### src/rtl/pair_pwm_pkg.sv
package pair_pwm_pkg;
    localparam int NUM_FIELDS = 3;
    localparam int FLD_ON     = 0;
    localparam int FLD_OFF    = 1;
    localparam int FLD_GAP    = 2;

    typedef enum logic [2:0] {
        ST_IDLE,
        ST_GAP_LEAD,
        ST_ON,
        ST_GAP_MID,
        ST_OFF,
        ST_FAULT
    } pwm_state_t;
endpackage

### src/rtl/pwm_cfg_hold.sv
module pwm_cfg_hold #(
    parameter int W  = 8,
    parameter int NF = 3
) (
    input  logic                 clk,
    input  logic                 rst_n,
    input  logic                 capture,
    input  logic [NF-1:0][W-1:0] cfg_in,
    output logic [NF-1:0][W-1:0] cfg_eff,
    output logic [NF-1:0][W-1:0] cfg_held
);
    for (genvar i = 0; i < NF; i++) begin : g_fld
        logic [W-1:0] held_q;

        always_ff @(posedge clk or negedge rst_n) begin
            if (!rst_n)       held_q <= '0;
            else if (capture) held_q <= cfg_in[i];
        end

        // On the capture clock the incoming value is used directly.
        assign cfg_eff[i]  = capture ? cfg_in[i] : held_q;
        assign cfg_held[i] = held_q;
    end
endmodule

### src/rtl/pwm_phase_timer.sv
module pwm_phase_timer #(
    parameter int W = 8
) (
    input  logic         clk,
    input  logic         rst_n,
    input  logic         load,
    input  logic [W-1:0] load_len,
    output logic         expired
);
    localparam logic [W-1:0] ONE = {{(W-1){1'b0}}, 1'b1};

    logic [W-1:0] cnt_q;

    always_ff @(posedge clk or negedge rst_n) begin
        if (!rst_n)            cnt_q <= '0;
        else if (load)         cnt_q <= load_len - ONE;
        else if (cnt_q != '0)  cnt_q <= cnt_q - ONE;
    end

    assign expired = (cnt_q == '0);
endmodule

### src/rtl/pair_pwm_gen.sv
module pair_pwm_gen
    import pair_pwm_pkg::*;
#(
    parameter int W = 8
) (
    input  logic         clk,
    input  logic         rst_n,
    input  logic         run,
    input  logic [W-1:0] on_cycles,
    input  logic [W-1:0] off_cycles,
    input  logic [W-1:0] dead_cycles,
    output logic         pwm_src,
    output logic         pwm_dst,
    output logic         cycle_done,
    output logic         cfg_err
);
    pwm_state_t state_q, state_d;

    logic [NUM_FIELDS-1:0][W-1:0] cfg_bus, cfg_eff, cfg_held;
    logic         decide, expired, t_load, timing_ok;
    logic [W-1:0] t_len;
    logic [W-1:0] len_on, len_off, len_gap;

    assign cfg_bus = {dead_cycles, off_cycles, on_cycles};
    assign len_on  = cfg_eff[FLD_ON];
    assign len_off = cfg_eff[FLD_OFF];
    assign len_gap = cfg_eff[FLD_GAP];

    // A deciding clock: waiting states, or the final clock of the off-phase.
    assign decide    = (state_q == ST_IDLE) || (state_q == ST_FAULT) ||
                       ((state_q == ST_OFF) && expired);
    assign timing_ok = (len_on != '0) && (len_off != '0);

    pwm_cfg_hold #(.W(W), .NF(NUM_FIELDS)) u_hold (
        .clk      (clk),
        .rst_n    (rst_n),
        .capture  (decide),
        .cfg_in   (cfg_bus),
        .cfg_eff  (cfg_eff),
        .cfg_held (cfg_held)
    );

    pwm_phase_timer #(.W(W)) u_timer (
        .clk      (clk),
        .rst_n    (rst_n),
        .load     (t_load),
        .load_len (t_len),
        .expired  (expired)
    );

    // Next-state and timer-load decisions.
    always_comb begin
        state_d = state_q;
        t_load  = 1'b0;
        t_len   = len_on;
        unique case (state_q)
            ST_IDLE, ST_FAULT, ST_OFF: begin
                if ((state_q != ST_OFF) || expired) begin
                    if (!run) begin
                        state_d = ST_IDLE;
                    end else if (!timing_ok) begin
                        state_d = ST_FAULT;
                    end else if (len_gap != '0) begin
                        state_d = ST_GAP_LEAD;
                        t_load  = 1'b1;
                        t_len   = len_gap;
                    end else begin
                        state_d = ST_ON;
                        t_load  = 1'b1;
                        t_len   = len_on;
                    end
                end
            end
            ST_GAP_LEAD: begin
                if (expired) begin
                    state_d = ST_ON;
                    t_load  = 1'b1;
                    t_len   = len_on;
                end
            end
            ST_ON: begin
                if (expired) begin
                    t_load = 1'b1;
                    if (len_gap != '0) begin
                        state_d = ST_GAP_MID;
                        t_len   = len_gap;
                    end else begin
                        state_d = ST_OFF;
                        t_len   = len_off;
                    end
                end
            end
            ST_GAP_MID: begin
                if (expired) begin
                    state_d = ST_OFF;
                    t_load  = 1'b1;
                    t_len   = len_off;
                end
            end
            default: state_d = ST_IDLE;
        endcase
    end

    always_ff @(posedge clk or negedge rst_n) begin
        if (!rst_n) state_q <= ST_IDLE;
        else        state_q <= state_d;
    end

    always_comb begin
        pwm_src    = 1'b0;
        pwm_dst    = 1'b0;
        cycle_done = 1'b0;
        cfg_err    = 1'b0;
        unique case (state_q)
            ST_ON:    pwm_src = 1'b1;
            ST_OFF: begin
                pwm_dst    = 1'b1;
                cycle_done = expired;
            end
            ST_FAULT: cfg_err = 1'b1;
            default: ;
        endcase
    end
endmodule

### config.mk
export PLATFORM = sky130hd
export DESIGN_NAME = pair_pwm_gen
export DESIGN_NICKNAME = d
export VERILOG_FILES = /design/src/rtl/pair_pwm_pkg.sv /design/src/rtl/pwm_cfg_hold.sv /design/src/rtl/pwm_phase_timer.sv /design/src/rtl/pair_pwm_gen.sv
export SDC_FILE = /design/constraint.sdc
export NUM_CORES = 1
export LEC_CHECK = 0
export ABC_AREA = 1
export BUFFER_PORTS_ARGS = -buffer_cell sky130_fd_sc_hd__buf_2
export CAP_MARGIN = 10
export CORE_ASPECT_RATIO = 0.75
export CORE_MARGIN = 1.5
export CORE_UTILIZATION = 47
export DETAILED_ROUTE_END_ITERATION = 16
export PLACE_DENSITY = 0.69
export SYNTH_ARGS = -nofsm -noshare
export SYNTH_HDL_FRONTEND = slang
export SYNTH_SLANG_ARGS = --single-unit
### constraint.sdc
create_clock -name clk -period 3.3 [get_ports clk]
set_clock_uncertainty 0.2 [all_clocks]
set_input_delay 0.66 -clock clk [delete_from_list [all_inputs] [get_ports clk]]
set_output_delay 0.66 -clock clk [all_outputs]
set_load 0.02 [all_outputs]
---- Yosys cells after proc, flatten, opt, wreduce, memory -nomap -nowiden ----
Index checks and enable logic that the tools add are counted.
storage, ports and cells
  flip-flop bits (word level) ............. 35
  input port bits ......................... 27
  output and inout bits ................... 4
  logic and storage cells ................. 63
cells by class
  add/subtract/negate cells ............... 2
  equality and inequality tests ........... 10
  multiplexer cells ....................... 31
  reductions and logical operators ........ 15
operator list
  cell                                                 count
  2-to-1 mux 8 bit                                     12
  nonzero test 8 bit                                   4
  case mux 8 bit (3 select lines)                      1
  2-to-1 mux 3 bit                                     7
  subtractor 8 x 1 -> 8 bit, second input constant     2
  case mux 3 bit (4 select lines)                      1
  logical NOT 8 bit                                    1
  2-to-1 mux 1 bit                                     8
  != test 2 bit, second input constant                 4
  equality test 3 x 2 -> 1 bit, second input constant  2
  equality test 3 bit, second input constant           2
  OR reduction 3 bit                                   2
  AND reduction 4 bit                                  1
  equality test 3 x 1 -> 1 bit, second input constant  1
  logical NOT 3 bit                                    1
  logical OR 1 bit                                     3
  != test 3 bit, second input constant                 1
  logical AND 1 bit                                    2
  2-to-1 mux 2 bit                                     1
  case mux 1 bit (2 select lines)                      1
  nonzero test 2 bit                                   1

---- Logic depth before layout (Yosys ltp) ----
Gate-level depths: netlist of run 1.
  word-level depth ........................ 12
  depth in mapped cells ................... 24
  mapped depth without buffers ............ 23

---- Hierarchy ----
A second synthesis of run 1 with hierarchy kept.
unflattened totals
  cells, all modules ...................... 378
  area, all modules ....................... 2528.7 um2
modules (own cells, without submodules)
  module           times used  cells each  area an instance (um2)  sequential area each (um2)
  pwm_cfg_hold     1           102         974.7                   600.6
  pair_pwm_gen     1           184         964.7                   75.1
  pwm_phase_timer  1           92          589.3                   200.2

---- Worst setup path before layout of run 1 ----
Ideal clock, no wire load.
  kind .................................... reg-to-reg
  from .................................... register state_q[0]
  to ...................................... register u_timer.cnt_q[4]
  setup time .............................. 0.137 ns
  arrival time ............................ 2.573 ns
  data required time ...................... 2.963 ns
  slack ................................... 0.390 ns
  stages on the path, launching flop included .. 24
  buffers on the path ..................... 2
  clock period less this slack ............ 2.910 ns
  cell sequence ........................... dfrtp_1 inv_2 nand2_2 nor2_4 nand2_4 nand2_8 buf_8 nand2_1 nand2_2 nand2_2 nor2_4 nand2_4 buf_6 nand2_2 nand2_1 a31oi_1 nand2_1 nand2_1 nand2_2 inv_2 ha_1 nand2_1 o21ai_0 a21oi_1
on the way
  word-level cells in the longest chain between the ends .. 12
  elaborated cells on any way between the ends .. 35
  those cells by class .................... add/sub (1); eq/ne (6); mux (16); reduce/logical (12)
RTL lines
  item                                                          line                                                        RTL
  start, declared                                               pair_pwm_gen.sv:17                                          pwm_state_t state_q, state_d;
  start signal, assigned                                        pair_pwm_gen.sv:106                                         else state_q <= state_d;
  equality test 3 bit (tied with other cells)                   pair_pwm_gen.sv:30, pair_pwm_gen.sv:56
  logical OR 1 bit / logical AND 1 bit (equally long branches)  pair_pwm_gen.sv:30, pair_pwm_gen.sv:31
  logical OR 1 bit                                              pair_pwm_gen.sv:30                                          assign decide = (state_q == ST_IDLE) || (state_q == ST_FAULT) ||
  2-to-1 mux 8 bit (on tied branches)                           --
  nonzero test 8 bit (on tied branches)                         pair_pwm_gen.sv:63, pair_pwm_gen.sv:84, pair_pwm_gen.sv:32
  2-to-1 mux 8 bit / logical AND 1 bit (equally long branches)  pair_pwm_gen.sv:63, pair_pwm_gen.sv:32
  2-to-1 mux 8 bit                                              pair_pwm_gen.sv:61                                          end else if (!timing_ok) begin
  2-to-1 mux 8 bit                                              pair_pwm_gen.sv:59                                          if (!run) begin
  2-to-1 mux 8 bit                                              pair_pwm_gen.sv:58                                          if ((state_q != ST_OFF) || expired) begin
  case mux 8 bit (3 select lines)                               pair_pwm_gen.sv:56                                          unique case (state_q)
  subtractor 8 x 1 -> 8 bit                                     pwm_phase_timer.sv:16                                       else if (load) cnt_q <= load_len - ONE;
  2-to-1 mux 8 bit                                              pwm_phase_timer.sv:16
  end signal, assigned                                          pwm_phase_timer.sv:16
  end signal, assigned                                          pwm_phase_timer.sv:17                                       else if (cnt_q != '0) cnt_q <= cnt_q - ONE;
  end, declared                                                 pwm_phase_timer.sv:12                                       logic [W-1:0] cnt_q;
Parallel ways exist; a longest one is shown, timed or not.
A chain may end at the register's enable or synchronous reset.

---- Worst setup path in the final report of run 1 ----
  from .................................... register state_q[0]
  to ...................................... register u_timer.cnt_q[1]
The elaborated chain is that of the path after synthesis.

==> impl_results.md, run 1 <==
- Syn Nets: 442
- Worst setup startpoint: state_q[0]$_DFFE_PN0P_
- Syn Area/Cell: roughly 6.7 um2
- PwrDens: roughly 1200 nW/um2
- Die Y: between 60 and 70 um
- Core area: 5500 um2
- Final ANT Viol Nets: 0
- Synth top area cells: dfrtp_1, nand2_1, inv_1, nor2_1, nand3b_1
- I/O Buffers: 30
- Post-synthesis async set-or-reset flop share: 100%
- Clk_lat worst skew: roughly 0.29 ns
- DP HPWL: roughly 5.7 mm
- CTS Sinks: 35
- CTS clk-pin slew, worst paths: 0.08 ns
- Avg Vias per Cell: 5.14
- Combinational family with the most area after synthesis: simple AND/OR/NAND/NOR gates
- Ys flop type: dfrtp_1
- Final Max Tran Viols: 0
- First-pass iteration count of the detailed router: 5
- Number of flops mapped to enable cells by yosys: 0
- Setup crit end: u_timer.cnt_q[1]$_DFFE_PN0P_
- P_leak: ~1.8 nW
- Diode count: 0
- Initial antenna violation count: 0
- Least-Margin Pin Slew: between 0.8 and 0.9 ns
- P&R area growth vs syn: 22.0%
- Share of the synthesized area in the top cell type: approximately a third
- Clock buffer depth: 2
- DR vias: between 2000 and 3000
- Largest net degree at the start of global routing: 36
- Row Count: 23
- Reg2reg path depth: 20
- R2R Setup Slk: between 0.15 and 0.2 ns
- Number of global-route vias before repair: 2546
- GPL Wtd Cong: about 1
- Worst EP required: about 3.3 ns
- Worst vdd ir: roughly 0.00066 V
- Unrepaired setup endpoints after global routing: yes
- Power, Total: approximately 4.2 mW
- I/O pin cnt: 31
- Max Freq: 319 MHz
- MaxCap Viol Count: 0
- Netlist Area Pre-Place: ~2800 um2
- Mux cell area share after synthesis: 0%
- Yosys reg bits: 35
- Final WL: roughly 8 mm
- Critical path class: register to register
- Inserted Clock Buffers: 5
- CTS tree: done
- WL per Instance: between 10 and 15 um
- CP max FO: 10
- First-pass GRT wire length: roughly 12 mm
- DR iter-0 viols: approximately 340
- DIE WIDTH: between 90 and 100 um
- Final worst slack: 0.161 ns
- Min cycle time layout: roughly 3.1 ns
- Setup Slack @ Placement: just over 0.02 ns
- Relative slew margins: roughly 46%
- Nets: between 500 and 600
- Startpoint Class: register
- Final Setup Violations: 0
- Post-synthesis xor/xnor area fraction: 0%
- Grt ovf: 0
- Residual DRC: 0
- Synth Area in Compound Gates: around an eighth
- Simple-Gate Fraction of Synth Area: between 40% and 50%
- Reg2reg end: u_timer.cnt_q[1]$_DFFE_PN0P_
- Worst Path Arrival: approximately 3.2 ns
- Worst flop-to-flop path startpoint: state_q[0]$_DFFE_PN0P_
- Commonest cells post-synth: nand2_1, inv_1, nor2_1
- Synth Instances: 414
- Initial core utilization: around half
- Post-synthesis sequential area ratio: a little under a third
- Share of cells above drive strength 1: between 20% and 30%
- Global Route Usage Sum: 24.0%
- Number of hold violations in the final report: 0
- Yosys warning count: 0
- DIE AREA: 6360 um2
- Tightest Hold Check Type: input pin to async pin
- Critical Path End Type: register
- Distinct cells, synth: 42
- Tcrit/Tclk final: a little over nine tenths
- Most frequent cell after synthesis: nand2_1
- Htree depth: 2
- Adder-Cell Fraction of Synth Area: less than 1%
- Clock root buffer: clkbuf_8
- Area leader, netlist: dfrtp_1
- Status: complete, no violations
## placed cells by master (no fill, tap or decap), types with 3 or more instances in the layout
| cell | count |
|---|---|
| nor2_2 | 7 |
| nor2_1 | 43 |
| o21ai_1 | 5 |
| dfrtp_1 | 35 |
| nand2_1 | 102 |
| nand2_2 | 24 |
| a21oi_1 | 18 |
| a21oi_2 | 4 |
| inv_2 | 7 |
| nand2_4 | 3 |
| buf_4 | 33 |
| o21bai_1 | 4 |
| nor2_4 | 3 |
| nand3_1 | 24 |
| clkbuf_8 | 5 |
| nand2_8 | 3 |
| o21ai_0 | 9 |
| nand3b_1 | 20 |
| buf_2 | 30 |
| inv_1 | 70 |
## power by group
group	internal [mW]	switching (mW)
combinational	1.12	1.85
sequential	0.657	0.0862
clock	0.302	0.164
## per-stage QoR
stage	cells	hold slack, ns	cell area (um2)	utilization (%)	TNS (ns)
detailed placement	532	0.383	3110	56.5	0
CTS	540	0.288	3240	58.9	0
finish	552	0.249	3380	61.4	0
global placement	532	0.369	3110	56.5	0
global route	552	0.323	3380	61.4	-0.0980
floorplan	414	0.164	2770	-	0
## logic make-up after synthesis
logic type      Yosys count
fa+ha+maj                 1
buf+inv                  90
flops                    35
compound gates           51
simple gates            237
## worst min path at each step
stage                                                   start                                   to  slack (ns)  cells after the start
after floorplan                                         rst_n               state_q[0]$_DFFE_PN0P_        0.16                      0
after global placement    u_hold.g_fld[2].held_q[6]$_DFF_PN0_  u_hold.g_fld[2].held_q[6]$_DFF_PN0_        0.37                      3
after detailed placement  u_hold.g_fld[2].held_q[6]$_DFF_PN0_  u_hold.g_fld[2].held_q[6]$_DFF_PN0_        0.38                      3
after CTS                                               rst_n         u_timer.cnt_q[5]$_DFFE_PN0P_        0.29                      1
after global routing                                    rst_n         u_timer.cnt_q[5]$_DFFE_PN0P_        0.32                      1
final                                                   rst_n         u_timer.cnt_q[5]$_DFFE_PN0P_        0.25                      1
## per-layer routing
layer	share of wire [%]	global-route usage [%]	up-vias
met1	49	35.6	1289
met4	1.2	5.90	0
li1	-	-	1404
met2	42	35.3	130
met5	0	0	-
met3	7.9	5.26	15
## flip-flops by register name (all words and copies together), names as in the netlist
name	count
u_timer.cnt_q	8
u_hold.g_fld.held_q	24
state_q	3
## final cells by class
cell class | count | area [um2]
clock buffer | 6 | 72.6
clock inverter | 2 | 60.1
fill | 523 | 2120
inverter | 80 | 303
multi-input combinational | 291 | 1570
sequential | 35 | 876
tap | 75 | 93.8
timing repair buffer | 63 | 398
## what timing repair did
| action | 4_1_cts | 5_1_grt |
|---|---|---|
| buffers inserted | 0 | 10 |
| hold buffers | 0 | 0 |
| endpoints found under the setup margin | 0 | 7 |
| gates resized for setup | 0 | 11 |
## critical path: stages (launching register included)
cell      delay (ns)
dfrtp_1         0.41
inv_2           0.12
nand2_2         0.09
nor2_4          0.23
nand2_8         0.13
buf_4           0.20
nand3b_1        0.08
nand2_1         0.08
nand2_1         0.09
nor2_2          0.05
nand2_2         0.12
nand4_2         0.15
nand2_4         0.16
inv_4           0.08
a21oi_1         0.13
nand2_1         0.08
nand2_2         0.07
inv_2           0.05
ha_2            0.23
or2_2           0.29
inv_1           0.05
No activity file was read; power rests on OpenSTA's default activity.
==> inputs of run 2 (changes only) <==
- BUFFER_PORTS_ARGS: -buffer_cell sky130_fd_sc_hd__buf_2 -> not set
- DONT_BUFFER_PORTS: not set -> 1
- PLACE_DENSITY: 0.69 -> 0.65
- SKIP_CTS_REPAIR_TIMING: not set -> 1
==> impl_results.md, run 2 (synthesized netlist as in run 1, its figures left out) <==
- Status: complete, no violations
- Least-Margin Pin Slew: 0.618 ns
- Dpl cell area: between 2000 and 3000 um2
- CTS Sinks: 35
- Tightest Hold Check Type: register to register
- P_leak: approximately 1.7 nW
- Diode count: 0
- First-pass GRT wire length: 11.4 mm
- Final Setup Violations: 0
- Relative slew margins: between 50% and 60%
- First-pass iteration count of the detailed router: 5
- Residual DRC: 0
- Largest net degree at the start of global routing: 36
- Worst Path Arrival: 3.19 ns
- Global Route Usage Sum: 23.2%
- Clk_lat worst skew: around 0.3 ns
- Die Y: around 70 um
- DP HPWL: 5.34 mm
- Initial core utilization: approximately 50%
- Fin area: roughly 3300 um2
- Grt ovf: 0
- Largest registers: u_hold.g_fld.held_q: 24 flops, u_timer.cnt_q: 8 flops, state_q: 3 flops
- Final Max Tran Viols: 0
- Row Count: 23
- Share of cells above drive strength 1: between 20% and 30%
- WL per Instance: 14.6 um
- Tcrit/Tclk final: between 90% and 100%
- CP max FO: 10
- Setup Slack @ Placement: 0.121 ns
- Number of global-route vias before repair: 2291
- Max Freq: roughly 320 MHz
- Clock root buffer: clkbuf_8
- MaxCap Viol Count: 0
- Final WL: 7.67 mm
- CTS clk-pin slew, worst paths: around 0.080 ns
- Fin Hold WS: around 0.32 ns
- Worst EP required: around 3.3 ns
- Non-Filler Instances: 526
- Avg Vias per Cell: 5.21
- DP Cell Count: roughly 500
- Unrepaired setup endpoints after global routing: yes
- I/O Buffers: 0
- P&R area growth vs syn: 20.7%
- DR iter-0 viols: around 270
- DIE AREA: 6360 um2
- Core Util, Final: between 60 and 70%
- Final worst slack: ~0.14 ns
- CTS tree: done
- PwrDens: between 1000 and 1500 nW/um2
- Commonest non-fill, non-tap cell in the layout: nand2_1
- Critical path class: register to register
- Htree depth: 2
- Largest reg by FF count: u_hold.g_fld.held_q
- Max reg flops: 24
- Worst vdd ir: just under 0.0007 V
- Nets: 478
- Number of hold violations in the final report: 0
- Core area: 5500 um2
- Critical Path End Type: register
- Final ANT Viol Nets: 0
- I/O pin cnt: 31
- Initial antenna violation count: 0
- DR vias: 2740
- Power, Total: 4.18 mW
- GPL Wtd Cong: approximately 0.9
- Inserted Clock Buffers: 5
- Commonest cells after routing, fill and taps aside: nand2_1, inv_1, nor2_1
- Min cycle time layout: between 3 and 4 ns
- TNS Setup: 0 ns
- DIE WIDTH: between 90 and 100 um
- Clock buffer depth: 2
- Startpoint Class: register
==> run 2: layout make-up <==
| class | instances | area (um2) |
|---|---|---|
| fill | 529 | 2160 |
| multi-input combinational | 292 | 1610 |
| sequential | 35 | 876 |
| timing repair buffer | 36 | 349 |
| inverter | 80 | 303 |
| tap | 75 | 93.8 |
| clock buffer | 5 | 68.8 |
| clock inverter | 3 | 43.8 |
==> run 2: worst paths after layout <==
check                      slack (ns)                                start                                  end  cells past startpoint
hold reg to reg                  0.32  u_hold.g_fld[1].held_q[3]$_DFF_PN0_  u_hold.g_fld[1].held_q[3]$_DFF_PN0_                      2
min in group asynchronous        0.62                                rst_n  u_hold.g_fld[2].held_q[2]$_DFF_PN0_                      2
setup reg to reg                 0.14               state_q[0]$_DFFE_PN0P_         u_timer.cnt_q[1]$_DFFE_PN0P_                     18
hold / removal                   0.32  u_hold.g_fld[1].held_q[3]$_DFF_PN0_  u_hold.g_fld[1].held_q[3]$_DFF_PN0_                      2
setup / recovery                 0.14               state_q[0]$_DFFE_PN0P_         u_timer.cnt_q[1]$_DFFE_PN0P_                     18
max in group asynchronous        2.10                                rst_n         u_timer.cnt_q[5]$_DFFE_PN0P_                      2
==> run 2: per-layer routing <==
layer | GRT usage (%) | share of wire (%) | up-vias
met3 | 4.17 | 8.3 | 8
met2 | 33.5 | 42 | 104
met4 | 6.77 | 1.2 | 0
met5 | 0 | 0 | -
met1 | 35.2 | 48 | 1272
li1 | - | - | 1356
==> run 2: worst max-delay path: stages, from the launching register on <==
cell and delay, ns:
dfrtp_1 0.40, inv_2 0.12, nand2_4 0.07, nor2_4 0.27
nand2_8 0.16, nand2_4 0.15, nand2_1 0.08, o21ai_2 0.09
nand2_1 0.07, nor2_1 0.16, nand2_2 0.15, nand4_4 0.11
nand2_4 0.08, inv_4 0.11, a21oi_2 0.04, a21oi_2 0.19
ha_2 0.29, or2_2 0.30, inv_2 0.05
==> run 2: report_power, final <==
part | internal [mW] | switching [mW]
Sequential | 0.656 | 0.0821
Combinational | 1.15 | 1.90
Clock | 0.225 | 0.172
Total | 2.03 | 2.15
==> inputs of run 3 (changes only) <==
- SETUP_SLACK_MARGIN: not set -> 0.5
==> impl_results.md, run 3 (synthesized netlist as in run 1, its figures left out) <==
- CP delay by family, top: simple AND/OR/NAND/NOR gates
- Worst EP required: between 3 and 4 ns
- GPL Wtd Cong: slightly below 1
- Relative slew margins: 57.0%
- Grt ovf: 0
- Inserted Clock Buffers: 5
- Clk_lat worst skew: around 0.30 ns
- CP max stage delay: 0.40 ns
- Tcrit/Tclk final: 103%
- Critical path class: register to register
- Number of global-route vias before repair: approximately 2300
- DIE WIDTH: approximately 92 um
- Final WL: approximately 9 mm
- Commonest cells after routing, fill and taps aside: nand2_1, inv_1, buf_4
- DIE AREA: around 6400 um2
- Least-Margin Pin Slew: between 0.6 and 0.7 ns
- Global Route Usage Sum: 22.9%
- MaxCap Viol Count: 0
- Clock root buffer: clkbuf_8
- I/O Buffers: 0
- Slowest CP cell: dfrtp_1
- Multi-input gate area: about 1900 um2
- Tightest Hold Check Type: register to register
- Htree depth: 2
- Max Freq: around 300 MHz
- Worst Path Arrival: 3.40 ns
- Non-Filler Instances: roughly 550
- Final Setup Violations: 3
- I/O pin cnt: 31
- Number of hold violations in the final report: 0
- Residual DRC: 0
- CTS tree: done
- Nets: about 500
- Fin Hold WS: just over 0.3 ns
- Die Y: just under 70 um
- Fin area: ~3800 um2
- DP Cell Count: 493
- P&R area growth vs syn: 37.6%
- Unrepaired setup endpoints after global routing: yes
- Status: complete, but fails checks
- CP most frequent cell: nand2_1
- Min cycle time layout: between 3 and 4 ns
- CP bufs+invs: 3
- Row Count: 23
- Diode count: 0
- DP HPWL: roughly 5.3 mm
- Final worst slack: -0.0836 ns
- DR iter-0 viols: 340
- TNS Setup: -0.140 ns
- Initial core utilization: 50.4%
- DR vias: slightly below 3000
- Share of cells above drive strength 1: a little under two fifths
- Violated checks: negative setup slack
- Largest registers: u_hold.g_fld.held_q: 24 flops, u_timer.cnt_q: 8 flops, state_q: 3 flops
- Commonest non-fill, non-tap cell in the layout: nand2_1
- Crit path cell chain: inv_2, nand2_4, nor2_4, nand2_8, buf_8, nand2_8, nand2_1, nand2_1, nand2_1, nor2_1, nand2_2, nand4_4, nand2_4, inv_6, a21oi_1, nand2_1, nand2_1, nor2_2, nand3_2, nand2_1, nand2_1, nor2_1
- Largest net degree at the start of global routing: 36
- CTS Sinks: 35
- Avg Vias per Cell: about 5.4
- Final Max Tran Viols: 0
- Max reg flops: 24
- Largest reg by FF count: u_hold.g_fld.held_q
- CP max FO: 10
- First-pass GRT wire length: roughly 11 mm
- WL per Instance: between 15 and 20 um
- Fillers: 434
- CTS clk-pin slew, worst paths: ~0.08 ns
- First-pass iteration count of the detailed router: 5
- FF+latch area: 876 um2
- Dpl cell area: approximately 3000 um2
- Critical Path End Type: register
- Final ANT Viol Nets: 0
- Core area: between 5000 and 6000 um2
- Startpoint Class: register
- Initial antenna violation count: 0
- Clock buffer depth: 2
## run 3: cell types whose count changed in the layout (fill, tap and decap cells not counted), sizes merged
cell	before	now
buf	33	53
bufinv	1	0
clkbuf	7	8
clkinv	4	2
clkinvlp	0	1
inv	78	79
## run 3: worst paths after layout
check,endpoint,slack (ns),start,cells after the start
worst max-delay path,u_timer.cnt_q[6]$_DFFE_PN0P_,-0.08,state_q[0]$_DFFE_PN0P_,22
worst min-delay path,u_hold.g_fld[1].held_q[5]$_DFF_PN0_,0.31,u_hold.g_fld[1].held_q[5]$_DFF_PN0_,2
worst max register to register,u_timer.cnt_q[6]$_DFFE_PN0P_,-0.08,state_q[0]$_DFFE_PN0P_,22
worst min register to register,u_hold.g_fld[1].held_q[5]$_DFF_PN0_,0.31,u_hold.g_fld[1].held_q[5]$_DFF_PN0_,2
max in group asynchronous,u_timer.cnt_q[5]$_DFFE_PN0P_,2.11,rst_n,2
min in group asynchronous,u_hold.g_fld[2].held_q[5]$_DFF_PN0_,0.61,rst_n,2
## run 3: layout make-up
class / instances / share of cell area [%]
inverters: 80 / 8.15
clock inverters: 2 / 0.329
repair buffers: 56 / 14.2
flip-flops and latches: 35 / 23.0
well taps: 75 / 2.46
clock buffers: 6 / 1.91
multi-input cells: 292 / 49.9
## run 3: metrics by stage
step | setup WS [ns] | utilization, %
final | -0.0836 | 69.3
after global routing | -0.288 | 69.3
after CTS | 0.0569 | 55.1
after detailed placement | 0.0839 | 53.5
after global placement | 0.128 | 53.5
after floorplan | 0.434 | -
## run 3: per-layer routing
metal | track usage (%) | vias to the layer above | share of wire (%)
li1 | - | 1398 | -
met1 | 36.3 | 1384 | 46
met2 | 31.8 | 167 | 44
met3 | 3.62 | 21 | 9.0
met4 | 5.73 | 0 | 1.8
met5 | 0 | - | 0
## run 3: worst register-to-register path, delay by kind of cell (launching register included)
family	cells	cell delay, ns
and+or+nand+nor	18	2.21
buffers and inverters	3	0.42
DFF	1	0.40
AOI/OAI and AO/OA	1	0.07
Power of run 3 is left out: the tool's default activity adds up to more than one toggle a clock period on the data nets, which glitch-free logic cannot reach.
